`config.mk`:
```
export PLATFORM = sky130hd
export DESIGN_NAME = fdc_dout_reg
export DESIGN_NICKNAME = d
export VERILOG_FILES = /design/src/rtl/fdo_pkg.sv /design/src/rtl/fdo_regs.sv /design/src/rtl/fdo_drive_map.sv /design/src/rtl/fdo_rst_stretch.sv /design/src/rtl/fdo_dma_gate.sv /design/src/rtl/fdc_dout_reg.sv
export SDC_FILE = /design/constraint.sdc
export NUM_CORES = 1
export LEC_CHECK = 0
export BUFFER_PORTS_ARGS = -buffer_cell sky130_fd_sc_hd__buf_2
export CAP_MARGIN = 10
export CORE_UTILIZATION = 35
export CTS_BUF_LIST = sky130_fd_sc_hd__clkbuf_8
export CTS_CLUSTER_SIZE = 28
export DETAILED_ROUTE_END_ITERATION = 7
export SYNTH_ARGS = -nofsm -noshare
export SYNTH_HDL_FRONTEND = slang
export SYNTH_HIERARCHICAL = 1
export SYNTH_SLANG_ARGS = --single-unit
```
`constraint.sdc`:
```
create_clock -name clk -period 1.9 [get_ports clk]
set_input_delay 0.285 -clock clk [delete_from_list [all_inputs] [get_ports clk]]
set_output_delay 0.285 -clock clk [all_outputs]
set_load 0.02 [all_outputs]
```
`src/rtl/fdo_pkg.sv`:
```
package fdo_pkg;

    localparam int ADDR_W    = 3;
    localparam int DATA_W    = 8;
    localparam logic [ADDR_W-1:0] CTRL_OFS = 3'd2;
    localparam logic [ADDR_W-1:0] TAPE_OFS = 3'd3;
    localparam int SWAP_BIT  = 2;
    localparam int TAPE_LOW_W = 2;

    typedef struct packed {
        logic [1:0] spare_hi;
        logic       mot1;
        logic       mot0;
        logic       dma_en;
        logic       run;
        logic       spare_lo;
        logic       drv;
    } ctrl_t;

    function automatic logic [1:0] pair_swap(input logic [1:0] v, input logic sw);
        return sw ? {v[0], v[1]} : v;
    endfunction

endpackage

```
`src/rtl/fdo_regs.sv`:
```
module fdo_regs
    import fdo_pkg::*;
(
    input  logic              clk,
    input  logic              rst,
    input  logic [ADDR_W-1:0] addr,
    input  logic              wr,
    input  logic              rd,
    input  logic [DATA_W-1:0] wdata,
    input  logic              ext_en,
    output logic [DATA_W-1:0] rdata,
    output logic [DATA_W-1:0] rdata_en,
    output logic [1:0]        mot,
    output logic              dma_en,
    output logic              run,
    output logic              drv,
    output logic              swap
);
    ctrl_t             ctrl_q;
    logic [DATA_W-1:0] tape_q;

    always_ff @(posedge clk) begin
        if (rst) begin
            ctrl_q <= '0;
            tape_q <= '0;
        end else if (wr) begin
            if (addr == CTRL_OFS) ctrl_q <= ctrl_t'(wdata);
            if (addr == TAPE_OFS) tape_q <= wdata;
        end
    end

    always_comb begin
        rdata    = '0;
        rdata_en = '0;
        if (rd) begin
            if (addr == CTRL_OFS) begin
                rdata    = ctrl_q;
                rdata_en = '1;
            end else if (addr == TAPE_OFS) begin
                rdata    = tape_q;
                rdata_en = {{(DATA_W-TAPE_LOW_W){ext_en}}, {TAPE_LOW_W{1'b1}}};
            end
        end
    end

    assign mot    = {ctrl_q.mot1, ctrl_q.mot0};
    assign dma_en = ctrl_q.dma_en;
    assign run    = ctrl_q.run;
    assign drv    = ctrl_q.drv;
    assign swap   = tape_q[SWAP_BIT];

endmodule

```
`src/rtl/fdo_drive_map.sv`:
```
module fdo_drive_map
    import fdo_pkg::*;
#(
    parameter int NUM_LINES = 2
) (
    input  logic [NUM_LINES-1:0] mot,
    input  logic                 drv,
    input  logic                 swap,
    output logic [NUM_LINES-1:0] motor_n,
    output logic [NUM_LINES-1:0] sel_n
);
    for (genvar i = 0; i < NUM_LINES; i++) begin : g_line
        localparam logic PHYS = i[0];
        logic src;
        assign src        = PHYS ^ swap;
        assign motor_n[i] = ~mot[src];
        assign sel_n[i]   = ~(drv == src);
    end

endmodule

```
`src/rtl/fdo_rst_stretch.sv`:
```
module fdo_rst_stretch #(
    parameter int RST_CYCLES = 50000
) (
    input  logic clk,
    input  logic rst,
    input  logic run,
    output logic core_rst
);
    localparam int CNT_W = $clog2(RST_CYCLES + 1);
    localparam logic [CNT_W-1:0] LOAD = CNT_W'(RST_CYCLES);

    logic [CNT_W-1:0] remain_q;

    always_ff @(posedge clk) begin
        if (rst || !run)          remain_q <= LOAD;
        else if (remain_q != '0)  remain_q <= remain_q - 1'b1;
    end

    assign core_rst = !run || (remain_q != '0);

endmodule

```
`src/rtl/fdo_dma_gate.sv`:
```
module fdo_dma_gate (
    input  logic gate,
    input  logic core_dreq,
    input  logic core_irq,
    input  logic pin_dack,
    input  logic pin_tc,
    output logic pin_dreq,
    output logic pin_dreq_oe,
    output logic pin_irq,
    output logic pin_irq_oe,
    output logic core_dack,
    output logic core_tc,
    output logic shared_tc
);
    assign pin_dreq    = core_dreq;
    assign pin_irq     = core_irq;
    assign pin_dreq_oe = gate;
    assign pin_irq_oe  = gate;
    assign core_dack   = pin_dack & gate;
    assign core_tc     = pin_tc & gate;
    assign shared_tc   = pin_tc;

endmodule

```
`src/rtl/fdc_dout_reg.sv`:
```
module fdc_dout_reg
    import fdo_pkg::*;
#(
    parameter int RST_CYCLES = 50000
) (
    input  logic        clk,
    input  logic        rst,
    input  logic [2:0]  bus_addr,
    input  logic        bus_wr,
    input  logic        bus_rd,
    input  logic [7:0]  bus_wdata,
    output logic [7:0]  bus_rdata,
    output logic [7:0]  bus_rdata_en,
    input  logic        ext_reg_en,
    output logic [1:0]  motor_n,
    output logic [1:0]  drv_sel_n,
    output logic        core_rst,
    input  logic        core_dreq,
    input  logic        core_irq,
    output logic        pin_dreq,
    output logic        pin_dreq_oe,
    output logic        pin_irq,
    output logic        pin_irq_oe,
    input  logic        pin_dack,
    input  logic        pin_tc,
    output logic        core_dack,
    output logic        core_tc,
    output logic        shared_tc
);
    logic [1:0] mot_bits;
    logic       dma_open;
    logic       dor_run;
    logic       drv_bit;
    logic       boot_sel;

    fdo_regs u_regs (
        .clk      (clk),
        .rst      (rst),
        .addr     (bus_addr),
        .wr       (bus_wr),
        .rd       (bus_rd),
        .wdata    (bus_wdata),
        .ext_en   (ext_reg_en),
        .rdata    (bus_rdata),
        .rdata_en (bus_rdata_en),
        .mot      (mot_bits),
        .dma_en   (dma_open),
        .run      (dor_run),
        .drv      (drv_bit),
        .swap     (boot_sel)
    );

    fdo_drive_map #(.NUM_LINES(2)) u_map (
        .mot     (mot_bits),
        .drv     (drv_bit),
        .swap    (boot_sel),
        .motor_n (motor_n),
        .sel_n   (drv_sel_n)
    );

    fdo_rst_stretch #(.RST_CYCLES(RST_CYCLES)) u_stretch (
        .clk      (clk),
        .rst      (rst),
        .run      (dor_run),
        .core_rst (core_rst)
    );

    fdo_dma_gate u_gate (
        .gate        (dma_open),
        .core_dreq   (core_dreq),
        .core_irq    (core_irq),
        .pin_dack    (pin_dack),
        .pin_tc      (pin_tc),
        .pin_dreq    (pin_dreq),
        .pin_dreq_oe (pin_dreq_oe),
        .pin_irq     (pin_irq),
        .pin_irq_oe  (pin_irq_oe),
        .core_dack   (core_dack),
        .core_tc     (core_tc),
        .shared_tc   (shared_tc)
    );

endmodule

```
==> results of run 1 <==
cell usage after synthesis, drive strengths merged (3+ instances only):
| master | count |
|---|---|
| nand3 | 4 |
| nor2 | 16 |
| nor3 | 4 |
| or3 | 9 |
| dfxtp | 32 |
| nor4 | 8 |
| nand2 | 4 |
| inv | 4 |
| a21oi | 7 |
| clkbuf | 4 |
| mux2i | 27 |
| or4 | 6 |
| nand2b | 27 |
| nand4 | 3 |
| o21ai | 8 |
| and2 | 3 |
| nand3b | 4 |
| buf | 20 |
state kept, by name, summed over array words and instances, names as in the netlist:
signal	flops
u_regs/ctrl_q	3
u_regs/dma_en	1
u_regs/drv	1
u_regs/mot	2
u_regs/run	1
u_regs/tape_q	8
u_stretch/remain_q	16
final cells by class:
| class | count | area (sq um) |
|---|---|---|
| Multi-Input combinational cell | 146 | 1077 |
| Clock inverter | 3 | 18.77 |
| Clock buffer | 5 | 68.82 |
| Inverter | 4 | 15.01 |
| Timing Repair Buffer | 68 | 429.2 |
| Fill cell | 508 | 2761 |
| Sequential cell | 32 | 649.4 |
| Tap cell | 70 | 87.58 |
metrics by stage:
step | TNS (ns) | power (mW) | instance area [sq um]
floorplan | 0 | 0.7967 | 1854
global placement | 0 | 0.8237 | 2140
detailed placement | 0 | 0.8256 | 2140
CTS | -0.04062 | 1.345 | 2273
global route | -0.1927 | 1.389 | 2346
finish | -0.03336 | 1.323 | 2346
metal layers:
metal | part of all wire (%) | track usage (%) | vias up
met5 | 0 | 0 | -
met4 | 1.3 | 6.289 | 0
met3 | 4.1 | 3.347 | 5
met2 | 46 | 24.32 | 36
met1 | 48 | 19.09 | 726
li1 | - | - | 821
cells in the final DEF, fill, tap and decap left out, types with 2 or more instances in the layout:
| cell | count |
|---|---|
| buf_2 | 42 |
| xor2_1 | 2 |
| or3_1 | 7 |
| buf_4 | 22 |
| xnor2_1 | 2 |
| nor2_2 | 2 |
| clkbuf_8 | 5 |
| nand3b_1 | 4 |
| nor4_1 | 7 |
| inv_1 | 2 |
| o21ai_0 | 4 |
| dfxtp_1 | 27 |
| nand2b_1 | 27 |
| dfxtp_2 | 4 |
| nor2_1 | 14 |
| a21oi_1 | 6 |
| nor3_1 | 4 |
| clkinv_2 | 2 |
| o21ai_1 | 3 |
| buf_6 | 3 |
| nand4_1 | 3 |
| or3_4 | 2 |
| inv_2 | 2 |
| or4_4 | 3 |
| nand3_1 | 4 |
| mux2i_1 | 27 |
| and2_1 | 3 |
| or4_1 | 3 |
| nand2_1 | 4 |
cells by family after synthesis:
family | Yosys count | share of synthesized area, %
AND/OR/NAND/NOR | 93 | 31.31
flip-flops | 32 | 34.55
buffers and inverters | 28 | 10.12
multiplexers | 27 | 14.57
AO/OA/AOI/OAI | 21 | 6.884
XOR/XNOR | 4 | 1.890
adder cells (fa/ha/maj) | 1 | 0.6747
worst register-to-register path, stage by stage (launching register included):
cell and delay, ns:
dfxtp_1 0.31, or4_4 0.54, buf_4 0.17, nor4_4 0.34, buf_4 0.21, or3_4 0.12
a21oi_1 0.05
worst max-delay path by stage:
| stage | startpoint | to | cells after the start |
|---|---|---|---|
| after global routing | u_stretch/remain_q[6] | core_rst | 5 |
| after floorplan | u_stretch/remain_q[11] | u_stretch/remain_q[15] | 6 |
| after global placement | u_stretch/remain_q[0] | u_stretch/remain_q[1] | 5 |
| after detailed placement | u_stretch/remain_q[0] | u_stretch/remain_q[1] | 5 |
| after CTS | u_stretch/remain_q[12] | core_rst | 5 |
| final | u_stretch/remain_q[6] | core_rst | 5 |
power by group through the flow:
stage / clock network, mW / logic, mW / registers [mW]
2_1_floorplan: 0 / 0.0972 / 0.700
3_3_place_gp: 0 / 0.122 / 0.702
3_5_place_dp: 0 / 0.123 / 0.702
4_1_cts: 0.534 / 0.124 / 0.687
5_1_grt: 0.564 / 0.138 / 0.687
6_report: 0.512 / 0.125 / 0.686
repair_timing:
| item | 4_1_cts | 5_1_grt |
|---|---|---|
| endpoints found under the setup margin | 2 | 12 |
| buffers inserted | 3 | 3 |
| pin swaps | 2 | 10 |
| resized for setup | 8 | 16 |
| hold endpoints to repair | 0 | 0 |
==> metrics.yaml, run 1 <==
timing:
  worstMarginPinSlew_ns: 0.5021
  holdWs_ns: 0.2831
  setup_viol: 1
  fin_skew_ns: 0.005189
  relSlewSlack_pct: 66.52
  period_share_pct: 101.8
  slew_violations: 0
  fin_ws_ns: -0.03336
  finalHoldViolations: 0
  fmax_ghz: 0.5172
  rsz0062_at_grt: "yes"
  finalCriticalPeriod_ns: 1.933
placement:
  numPortBuffers: 43
  dp_hpwl_mm: 2.899
  pre_cts_slack_ns: 0.008270
  place.gp.congestion: 0.8479
  dp_cells: 314
clock_network:
  cts.sinks: 32
  cts_root_buffer: "clkbuf_8"
  cts_buffer_depth: 2
  clk_pin_slew_ns: 0.07
  clk_latency_ns: 0.29
  htreeDepth: 2
  cts_tree: "built"
  cts_hold_buf: 0
  numCtsBuffers: 5
pwr:
  p_sw_mw: 0.3306
  p_sw_share_pct: 25.00
  pwr-share-comb_pct: 9.4
  ir_worst_vdd_mv: 0.3963
  p_leak_nw: 0.9857
  clkPwrFrac_pct: 38.7
  p_int_mw: 0.9919
  seq_power_share_pct: 51.9
  power.density_nw_per_um2: 563.7
die:
  rows: 26
  start_util_pct: 36.31
  core-area_sq_um: 5107
  ios: 48
  die_w_um: 74.79
  dieArea_sq_um: 5593
  die_h_um: 74.79
worst_hold_path:
  hold_depth: 3
  hold_end: "u_regs/tape_q[3]"
  worst_hold_path_type: "input pin to register"
  hold_path.startpoint: "bus_wdata[3]"
yosys:
  syn_nets: 227
  synth.distinct_cells: 40
  yosysTopAreaCell: "dfxtp_1"
  synth-seq-area-share_pct: 34.55
  avgSynthCellArea_sq_um: 9.001
  async_reset_ff_share_pct: 0
  ys.flop_type: "dfxtp_1"
  synth_edf_count: 0
  synth_top_area_share_pct: 34.55
  ys_ff_latch: 32
  synth_area_leaders: "dfxtp_1 35%, mux2i_1 15%, nand2b_1 9.1%, buf_4 5.3%, nor2_1 3.2%"
  syn_area_sq_um: 1854
  netlist_instances: 206
  ys_warn_count: 6
critical_path:
  critPathMaxFanout: 3
  reg2reg_from: "u_stretch/remain_q[6]"
  worst-r2r-setup-slack_ns: 0.02
  worstRegToRegCells: 6
  crit_family: "simple AND/OR/NAND/NOR gates"
  crit_chain: "or4_4 -> buf_6 -> nor2_2 -> nand4_1 -> buf_6"
  crit_slowest_cell: "or4_4"
  critical_path.most_common_cell: "buf_6"
  max_stage_delay_ns: 0.54
  arrival_ns: 1.65
  timing.rr.end: "u_stretch/remain_q[5]"
  end_kind: "primary output"
  path_buf_inv: 2
  required_ns: 1.62
  critPathLaunchType: "register"
  criticalPathCategory: "register to primary output"
global_routing:
  gr-total-overflow: 0
  grt_usage_pct: 14.95
  grt_pass1_vias: 1404
  antenna_found_initial: 0
  grt_max_degree: 25
  grt_pass1_wl_mm: 6.327
run_status:
  violations: "negative setup slack"
  status: "finished with violations"
route:
  dr.pass1.iters: 4
  drtIter0Drc: 58
  vias: 1588
  ant_nets: 0
  viasPerCell: 4.841
  wl_mm: 3.994
  remaining_drc_errors: 0
  routedWlPerCell_um: 12.18
finish:
  nets: 278
  syn_to_final_growth_pct: 26.52
  stdcell_count: 328
  utilization_pct: 45.93
  drive_gt1_share_pct: 38.37
  diodes: 0
job:
  cap_violations: 0
(Power assumes the default switching activity.)
==> run 2, diff against run 1 <==
--- a/config.mk
+++ b/config.mk
@@ -7,10 +7,12 @@
 export LEC_CHECK = 0
 export BUFFER_PORTS_ARGS = -buffer_cell sky130_fd_sc_hd__buf_2
 export CAP_MARGIN = 10
-export CORE_UTILIZATION = 35
+export CORE_UTILIZATION = 45
 export CTS_BUF_LIST = sky130_fd_sc_hd__clkbuf_8
 export CTS_CLUSTER_SIZE = 28
 export DETAILED_ROUTE_END_ITERATION = 7
+export PLACE_DENSITY = 0.72
+export RECOVER_POWER = 25
 export SYNTH_ARGS = -nofsm -noshare
 export SYNTH_HDL_FRONTEND = slang
 export SYNTH_HIERARCHICAL = 1
==> run 2 against run 1 <==
Against the previous run: the flow still finishes with violations (negative setup slack); critical path depth unchanged; sequential share of layout area grew 0.49 points; non-clock buffer count fell by 4; register-to-register slack better by 0.04 ns; worst hold slack better by 0.011 ns; clock skew grew 0.00051 ns; worst setup slack worse by 0.015 ns; combinational power shrank 4%; global-route usage grew 4.9 points; design area is 2.5% lower; critical path type unchanged; critical endpoint unchanged; largest cell class unchanged.
==> metrics.yaml, run 2 (synthesis results as in run 1) <==
pwr:
  ir_worst_vdd_mv: 0.4972  # +25%
  power_mw: 1.514  # +14%
  p_leak_nw: 0.9606  # -2.5%
  power.density_nw_per_um2: 661.7  # +17%
route:
  vias: 1650  # +3.9%
  wl_mm: 3.983  # -0.28%
  viasPerCell: 5.464  # +13%
  dr.pass1.iters: 4  # unchanged
  ant_nets: 0  # unchanged
  routedWlPerCell_um: 13.19  # +8.3%
  remaining_drc_errors: 0  # unchanged
  drtIter0Drc: 71  # +22%
critical_path:
  arrival_ns: 1.66  # about the same
  crit_family: "simple AND/OR/NAND/NOR gates"
  max_stage_delay_ns: 0.54  # about the same
  criticalPathCategory: "register to primary output"
  critPathMaxFanout: 3  # unchanged
  end_kind: "primary output"
  path_depth: 5  # unchanged
  reg2reg_from: "u_stretch/remain_q[0]"
  crit_slowest_cell: "or4_4"
  required_ns: 1.62  # about the same
  critPathLaunch: "u_stretch/remain_q[15]"
  crit_chain: "or4_4 -> buf_6 -> nor2_4 -> nand4_1 -> buf_4"
  path_buf_inv: 2  # unchanged
  worstRegToRegCells: 6  # unchanged
  worst-r2r-setup-slack_ns: 0.06  # +0.04 ns
  critPathLaunchType: "register"
finish:
  multi_input_area_sq_um: 1061  # -1.5%
  syn_to_final_growth_pct: 23.35
  utilization_pct: 60.21  # +14 points
  finish.instance_area_sq_um: 2287  # -2.5%
  ff_latch_area_sq_um: 644.4  # -0.77%
  layout_commonest_cell: "buf_2"
  nets: 274  # -1.4%
  drive_gt1_share_pct: 33.46  # -4.9 points
  reg_top3: "u_stretch/remain_q x16, u_regs/tape_q x8, u_regs/ctrl_q x3"
  n_fill_cell: 332  # -35%
  final_cell_mix: "40 x buf_2, 29 x dfxtp_1, 27 x mux2i_1, 27 x nand2b_1, 20 x buf_4"
  largest_reg_flops: 16  # unchanged
  largest_register: "u_stretch/remain_q"
  diodes: 0  # unchanged
clock_network:
  numCtsBuffers: 5  # unchanged
  cts_tree: "built"
  cts_buffer_depth: 2  # unchanged
  clk_pin_slew_ns: 0.06  # about the same
  htreeDepth: 2  # unchanged
  cts_root_buffer: "clkbuf_8"
  cts.sinks: 32  # unchanged
  clk_latency_ns: 0.28  # about the same
worst_hold_path:
  worst_hold_path_type: "input pin to register"
  hold_depth: 3  # unchanged
  hold_path.startpoint: "bus_wdata[4]"
placement:
  numPortBuffers: 43  # unchanged
  dpl_cell_area_sq_um: 2092  # -2.2%
  place.gp.congestion: 0.8732  # +3.0%
  dp_hpwl_mm: 2.810  # -3.1%
timing:
  fin_setup_tns_ns: -0.04792  # -0.01456 ns
  setup_viol: 1  # unchanged
  slew_violations: 0  # unchanged
  rsz0062_at_grt: "yes"
  fin_skew_ns: 0.005702  # +0.0005133 ns
  finalCriticalPeriod_ns: 1.948  # +0.01456 ns
  period_share_pct: 102.5  # +0.77 points
  relSlewSlack_pct: 55.98  # -11 points
  finalHoldViolations: 0  # unchanged
  worstMarginPinSlew_ns: 0.6603  # +0.1581 ns
  fmax_ghz: 0.5134  # -0.75%
  fin_ws_ns: -0.04792  # -0.01456 ns
run_status:
  violations: "negative setup slack"
  status: "finished with violations"
global_routing:
  top_usage_layer: "met2"
  met3_usage_pct: 4.828  # +1.5 points
  grt_pass1_vias: 1499  # +6.8%
  grt_pass1_wl_mm: 6.541  # +3.4%
  grt_usage_pct: 19.89  # +4.9 points
  grt.met1_usage_pct: 21.62  # +2.5 points
  gr-total-overflow: 0  # unchanged
  grt_max_degree: 27  # +8.0%
  antenna_found_initial: 0  # unchanged
  grt_use_met2_pct: 35.46  # +11 points
die:
  ios: 48  # unchanged
  die_w_um: 66.19  # -11%
  dieArea_sq_um: 4381  # -22%
  rows: 22  # -15%
  die_h_um: 66.19  # -11%
  core-area_sq_um: 3799  # -26%
  start_util_pct: 48.81  # +13 points
job:
  cap_violations: 0  # unchanged
==> run 2: layer usage <==
layer | part of all wire, % | up-vias
met5 | 0 | -
met3 | 6.1 | 10
met1 | 43 | 766
li1 | - | 818
met4 | 2.4 | 0
met2 | 48 | 56
==> run 2: path summary, 6_finish.rpt <==
path / endpoint
min reg2reg: u_regs/tape_q[7]
max reg2reg: u_stretch/remain_q[1]
min: u_regs/mot[0]
max: core_rst
==> run 2: layout make-up <==
class                      instances  share of cell area (%)
clock inverter                     1                   1.313
clock buffer                       7                   4.212
inverter                           4                  0.6565
sequential                        32                   28.17
tap                               48                   2.626
multi-input combinational        146                   46.39
timing repair buffer              64                   16.63
==> run 2: timing repair <==
item | in CTS | in global routing
buffers inserted | 2 | 0
gates cloned | 0 | 1
gates resized for setup | 6 | 14
pin swaps | 3 | 6
setup endpoints to repair | 2 | 10
hold buffers | 0 | 0
==> run 2: worst reg2reg max path, cell delays in order, from the launching register on <==
cell	delay, ns
dfxtp_2	0.33
inv_2	0.07
ha_4	0.14
or3b_4	0.41
or4_4	0.59
nor2_4	0.13
a211oi_2	0.05
==> run 2: stage by stage <==
step	setup WS, ns	hold WS [ns]	cells
global route	-0.1098	0.2883	302
finish	-0.04792	0.2941	302
global placement	0.02150	0.4621	291
detailed placement	-0.01144	0.4683	291
floorplan	0.03365	0.4480	206
CTS	-0.05719	0.2843	301
==> run 2: where the power goes <==
group / switching (mW) / internal, mW / total (mW)
logic: 0.0636 / 0.0559 / 0.120
registers: 0.00703 / 0.680 / 0.687
clock network: 0.245 / 0.462 / 0.707
==> run 3, diff against run 2 <==
==> constraint.sdc (replaced) <==
create_clock -name clk -period 1.9 [get_ports clk]
set_input_delay 0.285 -clock clk [delete_from_list [all_inputs] [get_ports clk]]
set_output_delay 0.285 -clock clk [all_outputs]
set_load 0.05 [all_outputs]
==> run 3 against run 2 <==
Against the previous run: global-route usage down 0.88 points; die area unchanged; worst hold slack worse by 0.013 ns; first-iteration DRC count down 17%; the run still ends with negative setup slack left; count of clock-buffer cells in the layout down 2; sequential power about the same; utilization up 0.30 points.
==> metrics.yaml, run 3 (synthesis results as in run 1) <==
run_status:
  status: "finished with violations"
  violations: "negative setup slack"
timing:
  fin_skew_ns: 0.005071  # -0.0006314 ns
  finalCriticalPeriod_ns: 1.932  # -0.01630 ns
  rsz0062_at_grt: "yes"
  setup_viol: 1  # unchanged
  relSlewSlack_pct: 53.33  # -2.6 points
  fin_setup_tns_ns: -0.03162  # +0.01630 ns
  worstMarginPinSlew_ns: 0.7000  # +0.03970 ns
  finalHoldViolations: 0  # unchanged
  holdWs_ns: 0.2815  # -0.01263 ns
  slew_violations: 0  # unchanged
  fmax_ghz: 0.5177  # +0.84%
  fin_ws_ns: -0.03162  # +0.01630 ns
  period_share_pct: 101.7  # -0.86 points
die:
  start_util_pct: 48.81  # unchanged
  die_h_um: 66.19  # unchanged
  core-area_sq_um: 3799  # unchanged
  die_w_um: 66.19  # unchanged
  rows: 22  # unchanged
  ios: 48  # unchanged
  dieArea_sq_um: 4381  # unchanged
critical_path:
  end_kind: "primary output"
  crit_chain: "or4_4 -> buf_6 -> nor2_4 -> nand4_1 -> buf_6"
  arrival_ns: 1.65  # about the same
  worst-r2r-setup-slack_ns: 0.07  # about the same
  max_stage_delay_ns: 0.54  # about the same
  critPathMaxFanout: 2  # -1
  required_ns: 1.62  # about the same
  criticalPathCategory: "register to primary output"
  critPathLaunchType: "register"
  critical_path.most_common_cell: "buf_6"
  crit_family: "simple AND/OR/NAND/NOR gates"
  crit_slowest_cell: "or4_4"
  path_buf_inv: 2  # unchanged
pwr:
  ir_worst_vdd_mv: 0.4028  # -19%
  power_mw: 1.471  # -2.8%
  power.density_nw_per_um2: 640.0  # -3.3%
  p_leak_nw: 0.9642  # +0.38%
placement:
  dp_hpwl_mm: 2.708  # -3.6%
  dp_cells: 290  # -0.34%
  pre_cts_slack_ns: -0.04627  # -0.03483 ns
  dpl_cell_area_sq_um: 2088  # -0.18%
  numPortBuffers: 43  # unchanged
  place.gp.congestion: 0.8255  # -5.5%
global_routing:
  antenna_found_initial: 0  # unchanged
  grt_pass1_vias: 1440  # -3.9%
  gr-total-overflow: 0  # unchanged
  grt_max_degree: 27  # unchanged
  grt_pass1_wl_mm: 6.361  # -2.8%
  grt_usage_pct: 19.01  # -0.88 points
finish:
  n_fill_cell: 349  # +5.1%
  ff_latch_area_sq_um: 644.4  # unchanged
  largest_reg_flops: 16  # unchanged
  layout_commonest_cell: "buf_2"
  diodes: 0  # unchanged
  stdcell_count: 304  # +0.66%
  drive_gt1_share_pct: 35.55  # +2.1 points
  reg_top3: "u_stretch/remain_q x16, u_regs/tape_q x8, u_regs/ctrl_q x3"
  largest_register: "u_stretch/remain_q"
  final_cell_mix: "40 x buf_2, 29 x dfxtp_1, 27 x mux2i_1, 27 x nand2b_1, 21 x buf_4"
  multi_input_area_sq_um: 1072  # +1.1%
  finish.instance_area_sq_um: 2298  # +0.49%
  nets: 276  # +0.73%
  utilization_pct: 60.51  # +0.30 points
  syn_to_final_growth_pct: 23.95
clock_network:
  cts_root_buffer: "clkbuf_8"
  cts_hold_buf: 0  # unchanged
  htreeDepth: 2  # unchanged
  numCtsBuffers: 5  # unchanged
  clk_pin_slew_ns: 0.07  # about the same
  cts.sinks: 32  # unchanged
  clk_latency_ns: 0.29  # about the same
  cts_tree: "built"
  cts_buffer_depth: 2  # unchanged
route:
  viasPerCell: 5.293  # -3.1%
  ant_nets: 0  # unchanged
  routedWlPerCell_um: 12.98  # -1.6%
  dr.pass1.iters: 4  # unchanged
  wl_mm: 3.947  # -0.90%
  vias: 1609  # -2.5%
  drtIter0Drc: 59  # -17%
  remaining_drc_errors: 0  # unchanged
job:
  cap_violations: 0  # unchanged
worst_hold_path:
  worst_hold_path_type: "input pin to register"
## run 3: final cells by class
type | instances | share of cell area [%]
inverter | 4 | 0.6532
clock inverter | 3 | 1.688
tap | 48 | 2.613
timing repair buffer | 66 | 17.37
multi-input combinational | 146 | 46.65
clock buffer | 5 | 2.994
sequential | 32 | 28.03
## run 3: power breakdown
group	total (mW)	leakage [nW]	internal (mW)	switching [mW]
Clock	0.637	0.0593	0.383	0.253
Combinational	0.148	0.646	0.0560	0.0917
Sequential	0.687	0.259	0.679	0.00744
Total	1.47	0.964	1.12	0.352
## run 3: tightest hold or removal path, stage by stage
cell	delay (ns)
buf_2	0.09
nand2b_1	0.07
mux2i_1	0.07
## run 3: routing by layer
layer  vias to the layer above  wire [um]  track usage [%]
met4                         0         45            7.181
met3                         6        189            4.655
met2                        42       1911            33.67
li1                        816          -                -
met1                       745       1800            21.78
met5                         -          0                0
## run 3: what timing repair did
item / in CTS / in global routing
buffers inserted: 2 / 4
setup endpoints to repair: 3 / 12
gates cloned: 0 / 0
resized for setup: 8 / 14
pin swaps: 3 / 8
## run 3: worst paths after layout
path	endpoint	cells after the start	from
min reg2reg	u_regs/ctrl_q[6]	2	u_regs/ctrl_q[6]
max reg2reg	u_stretch/remain_q[6]	7	u_stretch/remain_q[0]
max	core_rst	5	u_stretch/remain_q[15]
min	u_regs/ctrl_q[6]	3	bus_wdata[6]
